### src/rtl/sel_pkg.sv
package sel_pkg;
  typedef enum logic [2:0] {
    K_NONE  = 3'd0,
    K_UNIQ  = 3'd1,
    K_GROUP = 3'd2,
    K_BCAST = 3'd3,
    K_QUERY = 3'd4,
    K_WAIT  = 3'd5
  } addr_kind_t;
endpackage

### src/rtl/addr_decode.sv
module addr_decode
  import sel_pkg::*;
#(
  parameter int ADDR_W = 7,
  parameter int GROUPS = 4
) (
  input  logic [ADDR_W:0]   ir,
  input  logic [ADDR_W-1:0] slot,
  output addr_kind_t        kind,
  output logic [GROUPS-1:0] grp_oh
);
  localparam int AMAX   = (1 << ADDR_W) - 1;
  localparam int AQUERY = AMAX;
  localparam int ABCAST = AMAX - 1;
  localparam int AMC    = AMAX - 1 - GROUPS;
  localparam logic [ADDR_W-1:0] QA = ADDR_W'(AQUERY);
  localparam logic [ADDR_W-1:0] BA = ADDR_W'(ABCAST);

  logic [ADDR_W-1:0] a;
  logic              is_instr;
  assign a        = ir[ADDR_W-1:0];
  assign is_instr = ir[ADDR_W];

  for (genvar g = 0; g < GROUPS; g++) begin : g_grp
    localparam logic [ADDR_W-1:0] GA = ADDR_W'(AMC + g);
    assign grp_oh[g] = !is_instr && (a == GA);
  end

  always_comb begin
    kind = K_NONE;
    if (is_instr) begin
      if (&ir) kind = K_WAIT;
    end else if (a == '0) begin
      kind = K_NONE;
    end else if (a == QA) begin
      kind = K_QUERY;
    end else if (a == BA) begin
      kind = K_BCAST;
    end else if (|grp_oh) begin
      kind = K_GROUP;
    end else if (a == slot) begin
      kind = K_UNIQ;
    end
  end
endmodule

### src/rtl/grp_member.sv
module grp_member #(
  parameter int GROUPS = 4
) (
  input  logic              clk,
  input  logic              rst,
  input  logic              wr_en,
  input  logic [GROUPS-1:0] wdata,
  output logic [GROUPS-1:0] member
);
  always_ff @(posedge clk) begin
    if (rst)        member <= '0;
    else if (wr_en) member <= wdata;
  end
endmodule

### src/rtl/sel_state.sv
module sel_state
  import sel_pkg::*;
(
  input  logic       clk,
  input  logic       rst,
  input  logic       upd_ir,
  input  addr_kind_t kind,
  input  logic       grp_hit,
  output logic       sel,
  output logic       shared_sel,
  output logic       query_sel
);
  always_ff @(posedge clk) begin
    if (rst) begin
      sel        <= 1'b0;
      shared_sel <= 1'b0;
      query_sel  <= 1'b0;
    end else if (upd_ir) begin
      if (kind == K_WAIT) begin
        sel        <= 1'b0;
        shared_sel <= 1'b0;
        query_sel  <= 1'b0;
      end else if (!sel) begin
        case (kind)
          K_UNIQ:  sel <= 1'b1;
          K_BCAST: begin
            sel        <= 1'b1;
            shared_sel <= 1'b1;
          end
          K_GROUP: if (grp_hit) begin
            sel        <= 1'b1;
            shared_sel <= 1'b1;
          end
          K_QUERY: begin
            sel       <= 1'b1;
            query_sel <= 1'b1;
          end
          default: ;
        endcase
      end
    end
  end
endmodule

### src/rtl/scan_addr_sel.sv
module scan_addr_sel
  import sel_pkg::*;
#(
  parameter int ADDR_W = 7,
  parameter int GROUPS = 4
) (
  input  logic              clk,
  input  logic              rst,
  input  logic              upd_ir,
  input  logic              upd_dr,
  input  logic [ADDR_W:0]   ir,
  input  logic [ADDR_W-1:0] slot,
  input  logic [GROUPS-1:0] dr_data,
  output logic              sel,
  output logic              shared_sel,
  output logic              query_sel
);
  addr_kind_t        kind;
  logic [GROUPS-1:0] grp_oh;
  logic [GROUPS-1:0] member;
  logic              grp_hit;

  addr_decode #(.ADDR_W(ADDR_W), .GROUPS(GROUPS)) u_dec (
    .ir(ir), .slot(slot), .kind(kind), .grp_oh(grp_oh)
  );

  grp_member #(.GROUPS(GROUPS)) u_mem (
    .clk(clk), .rst(rst), .wr_en(upd_dr && sel),
    .wdata(dr_data), .member(member)
  );

  assign grp_hit = |(grp_oh & member);

  sel_state u_st (
    .clk(clk), .rst(rst), .upd_ir(upd_ir), .kind(kind),
    .grp_hit(grp_hit), .sel(sel), .shared_sel(shared_sel),
    .query_sel(query_sel)
  );
endmodule

### config.mk
export PLATFORM = sky130hd
export DESIGN_NAME = scan_addr_sel
export DESIGN_NICKNAME = d
export VERILOG_FILES = /design/src/rtl/sel_pkg.sv /design/src/rtl/addr_decode.sv /design/src/rtl/grp_member.sv /design/src/rtl/sel_state.sv /design/src/rtl/scan_addr_sel.sv
export SDC_FILE = /design/constraint.sdc
export NUM_CORES = 1
export LEC_CHECK = 0
export BUFFER_PORTS_ARGS = -buffer_cell sky130_fd_sc_hd__buf_2
export CAP_MARGIN = 20
export CORE_AREA = 5 5 42 44
export CTS_CLUSTER_SIZE = 25
export DETAILED_ROUTE_END_ITERATION = 12
export DIE_AREA = 0 0 47 49
export GPL_TIMING_DRIVEN = 0
export PLACE_DENSITY = 0.72
export SLEW_MARGIN = 10
export SYNTH_ARGS = -nofsm -noshare
export SYNTH_HDL_FRONTEND = slang
export SYNTH_SLANG_ARGS = --single-unit
### constraint.sdc
create_clock -name clk -period 1.7 [get_ports clk]
set_input_delay 0.34 -clock clk [delete_from_list [all_inputs] [get_ports clk]]
set_output_delay 0.34 -clock clk [all_outputs]
set_load 0.05 [all_outputs]
==> summary.md, run 1 <==
| Metric | Value |
|---|---|
| Number of max-cap violations | `0` |
| Reg power frac | `41.9%` |
| Placed Area | `608 um^2` |
| CTS-repair resized insts | `0` |
| Post-CTS Setup Bufs | `0` |
| Outcome | `finished, final reports clean` |
| Post-Synthesis Net Count | `82` |
| Clock sinks | `7` |
| Core Box Area | `1400 um^2` |
| Largest net degree at the start of global routing | `9` |
| Die ar. | `2300 um^2` |
| Sw Pwr | `0.000101 W` |
| Max-slew violations | `0` |
| Synth area leader | `dfxtp_1` |
| Vias in the first global route | `498` |
| Comb pwr share | `19.4%` |
| Setup Skew | `4.31 ps` |
| Worst Reg-to-Reg Cells | `4` |
| Drt first pass iters | `4` |
| Worst reg2reg path startpoint | `u_mem.member[3]` |
| Antenna cells | `0` |
| Initial antenna violation count | `0` |
| Routed Antenna Nets | `0` |
| Dpl hpwl | `940 um` |
| CP startpoint | `ir[1]` |
| Mapped cell area | `468 um^2` |
| Die Width | `47 um` |
| Adder-Cell Fraction of Synth Area | `0%` |
| Clock slew at reported path FFs | `50 ps` |
| RSZ-0062 raised after global routing | `no` |
| Xor-xnor portion of the synthesized cell area | `13.1%` |
| Placement row count | `14` |
| Hold depth | `2` |
| Setup TNS | `0 ps` |
| Worst min path class | `input port to register` |
| Flops & latches, synth | `7` |
| Final period utilization | `79.7%` |
| Fmax | `0.738 GHz` |
| Seq/Total Area, Yosys | `29.9%` |
| Endpoints failing hold | `0` |
| R2R setup slack | `490 ps` |
| Syn_area_per_cell | `7.93 um^2` |
| CP Data Required Time | `1850 ps` |
| Synth warnings | `0` |
| CP endpoint kind | `register` |
| Total leakage power | `0.263 nW` |
| CP Class | `input port to register` |
| Post-Synthesis Cells | `59` |
| Layout cells sized above 1 | `33.3%` |
| Most common cell after layout, fill and taps aside | `buf_2` |
| Hold Path Sink | `u_mem.member[2]` |
| Worst skew pair latency | `260 ps` |
| Die Span Y | `49 um` |
| CTS Root Cell | `clkbuf_4` |
| Synth-to-Final Area Change | `35.6%` |
| Largest family of logic cells by synthesized area | `simple AND/OR/NAND/NOR gates` |
| Relative slew slack | `79.7%` |
| Worst Max-Slew Pin Slew | `305 ps` |
| DR vias | `531` |
| Number of fill cells in the layout | `162` |
| GRT Util Overall | `12.0%` |
| Final net count | `111` |
| Power Internal | `0.000293 W` |
| Area contributors post-synth | `dfxtp_1 (30%), a21oi_1 (8.6%), xnor2_1 (7.5%)` |
| CTS tree | `yes` |
| CTS buffer count | `3` |
| GP Congestion | `0.780` |
| DR iter-0 viols | `4` |
| Crit start category | `input port` |
| Compound-Gate Fraction of Synth Area | `18.4%` |
| Worst Path Max Fanout | `6` |
| Share of the synthesized area in the top cell type | `29.9%` |
| Pwr/cell area | `621 nW/um^2` |
| First-pass GRT wire length | `1980 um` |
| RR Endpoint | `u_st.shared_sel` |
| Net Sw Frac | `25.6%` |
| Starting Density | `33.4%` |
| Ports | `26` |
| Multiplexer share of the synthesized area | `6.42%` |
| Min Tclk post-route | `1350 ps` |
| DR WL/cell | `11.6 um` |
| Simple-Gate Fraction of Synth Area | `28.6%` |
| Worst vdd ir | `0.366 mV` |
| GRT Residual Overflow | `0` |
| Drt drc | `0` |
| H-tree depth | `1` |
| Clock power frac | `38.7%` |
| Final setup violation count | `0` |
| CP arrival | `1500 ps` |
| Worst hold margin | `326 ps` |
| Routed WL | `1200 um` |
| Most frequent cells in the layout | `buf_2 (25), a21oi_1 (8), dfxtp_1 (7)` |
| PortBufs | `24` |
| Hold_sp | `rst` |
| Max clock buf depth | `2` |
| Final Cell Area | `634 um^2` |
| Distinct cells, synth | `25` |
| Via density | `5.16` |
| CTS Hold Bufs | `0` |
-- layout make-up --
cell class	instances	area (um^2)	share of cell area (%)
Multi-Input combinational cell	48	312	49.1
Sequential cell	7	140	22.1
Timing Repair Buffer	24	120	18.9
Clock buffer	4	26.3	4.14
Tap cell	16	20.0	3.16
Buffer	2	8.76	1.38
Inverter	2	7.51	1.18
-- power groups by stage --
stage	clock network (W)	logic [W]	registers, W
floorplan	0	0.0000340	0.000170
global placement	0	0.0000742	0.000169
detailed placement	0	0.0000758	0.000169
CTS	0.000159	0.0000767	0.000165
global route	0.000177	0.0000857	0.000165
finish	0.000152	0.0000764	0.000165
-- how the worst max path moves through the flow --
stage / endpoint / slack [ps]
6_report: u_st.shared_sel / 350
3_3_place_gp: u_st.shared_sel / 70
3_5_place_dp: u_st.shared_sel / 70
2_1_floorplan: u_st.shared_sel / 260
4_1_cts: u_st.shared_sel / 340
5_1_grt: u_st.shared_sel / 290
-- through the flow --
stage                     utilization [%]  total power, W  cells  worst slack, ps
after CTS                            45.3        0.000401    103              338
after floorplan                         -        0.000204     59              264
after global placement               43.4        0.000243     99             73.4
after global routing                 45.3        0.000428    103              287
final                                45.3        0.000394    103              346
after detailed placement             43.4        0.000244     99             72.7
-- cells in the mapped netlist --
cell / count
a21oi_1: 8
dfxtp_1: 7
nand2_1: 6
nand3_1: 5
xnor2_1: 4
mux2i_1: 3
xor2_1: 3
a31oi_1: 2
and2_1: 2
inv_1: 2
nand4_1: 2
nor2b_1: 2
a221oi_1: 1
a32o_1: 1
and2b_1: 1
buf_2: 1
clkbuf_1: 1
nand2b_1: 1
nor2_1: 1
nor3_1: 1
nor4_1: 1
nor4_2: 1
o21ai_0: 1
o311a_1: 1
or4_1: 1
-- logic make-up (layout without fill, tap and decap cells) --
family | count (synthesis) | count (layout)
simple gates | 24 | 24
compound gates | 14 | 14
xor+xnor | 7 | 7
flops | 7 | 7
buf+inv | 4 | 32
mux | 3 | 3
-- metal layers --
metal / vias up / global-route usage (%) / part of all wire, %
li1: 271 / - / -
met1: 230 / 14.7 / 42
met3: 5 / 2.58 / 13
met5: - / 0 / 0
met2: 25 / 17.2 / 42
met4: 0 / 9.68 / 3.5
-- worst max-delay path: stages --
cell    delay (ps)
buf_2          140
or4_1          540
nor4_2         160
nor3_1          80
a32o_1         240
-- state kept, by name (all words and copies together), names as in the netlist --
| signal | cells |
|---|---|
| u_mem.member | 4 |
| u_st.query_sel | 1 |
| u_st.sel | 1 |
| u_st.shared_sel | 1 |
No activity file was read; power rests on OpenSTA's default activity.
==> inputs of run 2 (changes only) <==
Settings changed: PLACE_DENSITY 0.72 to 0.74.
Clock period 1.7 ns to 1.1 ns, I/O delays scaled along.
==> run 2 against run 1 <==
Net effect:
- the run now ends with setup timing left
- clock-buffer cell count unchanged
- utilization increased by 3.7 points
- sequential power increased by 55%
- largest power group unchanged
==> summary.md, run 2 (synthesized netlist as in run 1, its figures left out) <==
| Metric | Value |
|---|---|
| Outcome | `finished with violations` |
| Failing checks | `setup timing` |
| Vias in the first global route | `519` |
| Relative slew slack | `76.5%` |
| Most frequent cells in the layout | `buf_2 (22), nand2_1 (6), a21oi_1 (6)` |
| Min Tclk post-route | `1210 ps` |
| H-tree depth | `1` |
| Die ar. | `2300 um^2` |
| CP Class | `input port to register` |
| CTS Root Cell | `clkbuf_4` |
| Worst path cell trace | `buf_8, or4_4, nor4_4, nor3_2, a32o_1` |
| Final net count | `111` |
| Final core utilization | `49.0%` |
| R2R setup slack | `-110 ps` |
| Initial antenna violation count | `0` |
| Hold depth | `2` |
| CP Data Required Time | `1250 ps` |
| Pwr/cell area | `908 nW/um^2` |
| CP endpoint kind | `register` |
| First-pass GRT wire length | `2030 um` |
| Routed Antenna Nets | `0` |
| Routed WL | `1280 um` |
| GP Congestion | `0.710` |
| Critical Path Max Stage Delay | `540 ps` |
| Worst Max-Slew Pin Slew | `350 ps` |
| CTS Hold Bufs | `0` |
| Most common cell after layout, fill and taps aside | `buf_2` |
| Setup Skew | `1.61 ps` |
| DR vias | `545` |
| Final setup violation count | `2` |
| Die Width | `47 um` |
| CTS tree | `yes` |
| Number of fill cells in the layout | `150` |
| Layout cells sized above 1 | `43.7%` |
| Number of max-cap violations | `0` |
| Placement row count | `14` |
| Worst Path Max Fanout | `6` |
| Clock slew at reported path FFs | `50 ps` |
| Crit start category | `input port` |
| Ports | `26` |
| Antenna cells | `0` |
| CP arrival | `1360 ps` |
| Drt drc | `0` |
| DR iter-0 viols | `8` |
| Core Box Area | `1400 um^2` |
| Hold Path Sink | `u_mem.member[2]` |
| Via density | `5.29` |
| Top reg by flops | `u_mem.member` |
| Largest register FFs | `4` |
| Endpoints failing hold | `0` |
| Clock sinks | `7` |
| Largest net degree at the start of global routing | `9` |
| Crit path max-delay family | `simple AND/OR/NAND/NOR gates` |
| Worst skew pair latency | `250 ps` |
| Crit path buffers/inverters | `1` |
| CTS buffer count | `3` |
| Hold_sp | `rst` |
| CP max-delay cell | `or4_4` |
| RSZ-0062 raised after global routing | `yes` |
| Die Span Y | `49 um` |
| Final period utilization | `110%` |
| RR Endpoint | `u_st.shared_sel` |
| Worst min path class | `input port to register` |
| Worst setup margin | `-112 ps` |
| Total leakage power | `0.278 nW` |
| Drt first pass iters | `4` |
| Post-CTS Setup Bufs | `0` |
| GRT Residual Overflow | `0` |
| Max-slew violations | `0` |
| Dpl hpwl | `941 um` |
| Worst reg2reg path startpoint | `u_mem.member[3]` |
| Fmax | `0.825 GHz` |
| Synth-to-Final Area Change | `46.8%` |
| GRT Util Overall | `12.3%` |
| Worst Reg-to-Reg Cells | `4` |
| DR WL/cell | `12.4 um` |
| Worst vdd ir | `0.525 mV` |
| Max clock buf depth | `2` |
| Starting Density | `33.4%` |
| Worst hold margin | `200 ps` |
| PortBufs | `24` |
[run 2: worst max path at each step]
stage	depth (start not counted)	to	start
floorplan	4	u_st.shared_sel	ir[1]
global placement	5	u_st.shared_sel	ir[1]
detailed placement	5	u_st.shared_sel	ir[1]
CTS	5	u_st.shared_sel	ir[1]
global route	4	u_st.shared_sel	u_mem.member[3]
finish	5	u_st.shared_sel	ir[1]
[run 2: timing repair]
item                       4_1_cts  5_1_grt
setup endpoints to repair        2        4
gates resized for setup          7        5
pin swaps                        1        0
[run 2: where the power goes]
group	internal [W]	total (W)	switching, W
registers	0.000255	0.000255	0.000000423
logic	0.0000681	0.000134	0.0000657
clock network	0.000138	0.000235	0.0000962
total	0.000462	0.000624	0.000162
[run 2: layout make-up]
class	instances	area (um^2)	area share [%]
plain buffers	2	12.5	1.82
flip-flops and latches	7	143	20.8
well taps	16	20.0	2.91
repair buffers	24	133	19.3
inverters	2	7.51	1.09
clock buffers	4	26.3	3.83
multi-input cells	48	345	50.3
[run 2: metrics by stage]
| step | setup WS [ps] | TNS, ps | instance area (um^2) | total power (W) | instances |
|---|---|---|---|---|---|
| CTS | -101 | -152 | 671 | 0.000626 | 103 |
| global placement | -403 | -808 | 617 | 0.000378 | 99 |
| detailed placement | -418 | -847 | 617 | 0.000381 | 99 |
| global route | -180 | -334 | 687 | 0.000671 | 103 |
| finish | -112 | -190 | 687 | 0.000624 | 103 |
| floorplan | -184 | -280 | 477 | 0.000317 | 59 |
[run 2: routing by layer]
layer  vias to the layer above  routed length, um  GRT usage, %
met4                         0                 32          8.29
met1                       244                513          13.8
li1                        271                  -             -
met3                         5                147          2.95
met5                         -                  0             0
met2                        25                587          19.2
[run 2: worst reg2reg max path, cell delays in order (launching register included)]
cell	delay (ps)
dfxtp_2	310
mux2i_1	160
a221oi_2	80
o311a_1	330
a32o_1	220
==> inputs of run 3 (changes only) <==
Settings changed: CAP_MARGIN 20 to default, PLACE_DENSITY 0.74 to 0.68.
==> run 3 against run 2 <==
Net effect:
- the run still ends with setup timing left
- hold slack better by 1.2 ps
- clock power fell by 4%
- via count fell by 1.7%
- largest cell class unchanged
- register-to-register slack barely moved
- clock skew is 3.6 ps higher
- routed wire length decreased by 2.6%
- critical path depth unchanged
- sequential power is essentially flat
- non-clock buffer count unchanged
- critical endpoint unchanged
- setup slack worse by 16 ps
- highest routed layer unchanged
- maximum frequency shrank 1.3%
==> summary.md, run 3 (synthesized netlist as in run 1, its figures left out) <==
| Metric | Value |
|---|---|
| CP endpoint kind | `register` |
| Drt first pass iters | `3` |
| CP Class | `input port to register` |
| Via density | `5.20` |
| Drt drc | `0` |
| Clock sinks | `7` |
| Initial antenna violation count | `0` |
| CTS Hold Bufs | `0` |
| First-pass GRT wire length | `1930 um` |
| Min Tclk post-route | `1230 ps` |
| Worst Max-Slew Pin Slew | `294 ps` |
| Worst skew pair latency | `250 ps` |
| Failing checks | `setup timing` |
| DR iter-0 viols | `6` |
| Die Span Y | `49 um` |
| Die Width | `47 um` |
| Final net count | `111` |
| Dpl ws | `-427 ps` |
| Reg power frac | `41.6%` |
| PortBufs | `24` |
| Most frequent cells in the layout | `buf_2 (21), a21oi_1 (8), nand2_1 (6), dfxtp_1 (6), nand3_1 (5)` |
| Max-slew violations | `0` |
| Worst hold margin | `201 ps` |
| Clock slew at reported path FFs | `50 ps` |
| Ports | `26` |
| H-tree depth | `1` |
| DR WL/cell | `12.1 um` |
| DR vias | `536` |
| CTS tree | `yes` |
| Net Sw Frac | `24.7%` |
| Vias in the first global route | `503` |
| Most common cell after layout, fill and taps aside | `buf_2` |
| Worst setup margin | `-128 ps` |
| Largest register FFs | `4` |
| Synth-to-Final Area Change | `44.4%` |
| CP Data Required Time | `1230 ps` |
| Clock power frac | `36.7%` |
| Power Internal | `0.000462 W` |
| CP arrival | `1360 ps` |
| Post-CTS Setup Bufs | `0` |
| Dpl hpwl | `1030 um` |
| Worst vdd ir | `0.549 mV` |
| Worst Path Max Fanout | `6` |
| Setup Skew | `5.20 ps` |
| Antenna cells | `0` |
| Starting Density | `33.4%` |
| Final setup violation count | `2` |
| Layout cells sized above 1 | `37.9%` |
| Final period utilization | `112%` |
| Fmax | `0.815 GHz` |
| Number of max-cap violations | `0` |
| Die ar. | `2300 um^2` |
| Relative slew slack | `80.4%` |
| Comb pwr share | `21.6%` |
| Crit start category | `input port` |
| Top reg by flops | `u_mem.member` |
| CTS Root Cell | `clkbuf_4` |
| Endpoints failing hold | `0` |
| Sw Pwr | `0.000152 W` |
| Largest net degree at the start of global routing | `9` |
| Core Box Area | `1400 um^2` |
| CTS buffer count | `3` |
| Pwr/cell area | `908 nW/um^2` |
| GRT Util Overall | `11.1%` |
| GP Congestion | `0.796` |
| Total power | `0.000614 W` |
| Routed Antenna Nets | `0` |
| Routed WL | `1250 um` |
| RSZ-0062 raised after global routing | `yes` |
| GRT Residual Overflow | `0` |
| Number of fill cells in the layout | `155` |
| Worst min path class | `input port to register` |
| Max clock buf depth | `2` |
| Placement row count | `14` |
| Total leakage power | `0.277 nW` |
| Outcome | `finished with violations` |
## run 3: cell counts in the layout (fill, tap and decap cells not counted)
Identical to the previous run, type by type.
## run 3: critical path: stages
cell    delay [ps]
buf_8          110
or4_4          540
nor4_4         170
nor3_2          70
a32o_1         250
## run 3: layout make-up
cell class / count / area, um^2 / area share [%]
Buffer: 2 / 12.5 / 1.85
Clock buffer: 4 / 26.3 / 3.89
Inverter: 2 / 7.51 / 1.11
Multi-Input combinational cell: 48 / 329 / 48.7
Sequential cell: 7 / 141 / 20.9
Tap cell: 16 / 20.0 / 2.96
Timing Repair Buffer: 24 / 139 / 20.6
## run 3: power groups by stage
stage               clock (W)  sequential, W  combinational (W)
floorplan                   0       0.000263          0.0000545
global placement            0       0.000261           0.000118
detailed placement          0       0.000261           0.000122
CTS                  0.000235       0.000255           0.000133
global route         0.000254       0.000255           0.000145
finish               0.000226       0.000256           0.000133
## run 3: layer usage
metal,track usage [%],vias to the layer above,share of wire [%]
met3,1.11,2,11
met1,13.9,238,44
met2,17.2,24,44
met5,0,-,0
li1,-,272,-
met4,6.91,0,0.40
## run 3: path summary, 6_finish.rpt
kind | slack (ps) | start | to | depth (start not counted)
max | -130 | ir[1] | u_st.shared_sel | 5
min | 200 | rst | u_mem.member[3] | 2
max reg2reg | -100 | u_mem.member[3] | u_st.shared_sel | 4
min reg2reg | 450 | u_mem.member[2] | u_mem.member[2] | 2
## run 3: through the flow
step	cell area (um^2)	setup TNS, ps	instances	utilization (%)
2_1_floorplan	477	-280	59	-
3_3_place_gp	617	-831	99	44.0
3_5_place_dp	617	-877	99	44.0
4_1_cts	673	-179	103	48.0
5_1_grt	676	-312	103	48.2
6_report	676	-197	103	48.2
## run 3: timing repair
action,in CTS,in global routing
cloned,0,0
endpoints found under the setup margin,2,3
pin swaps,1,0
resized for setup,8,1
hold endpoints to repair,0,0
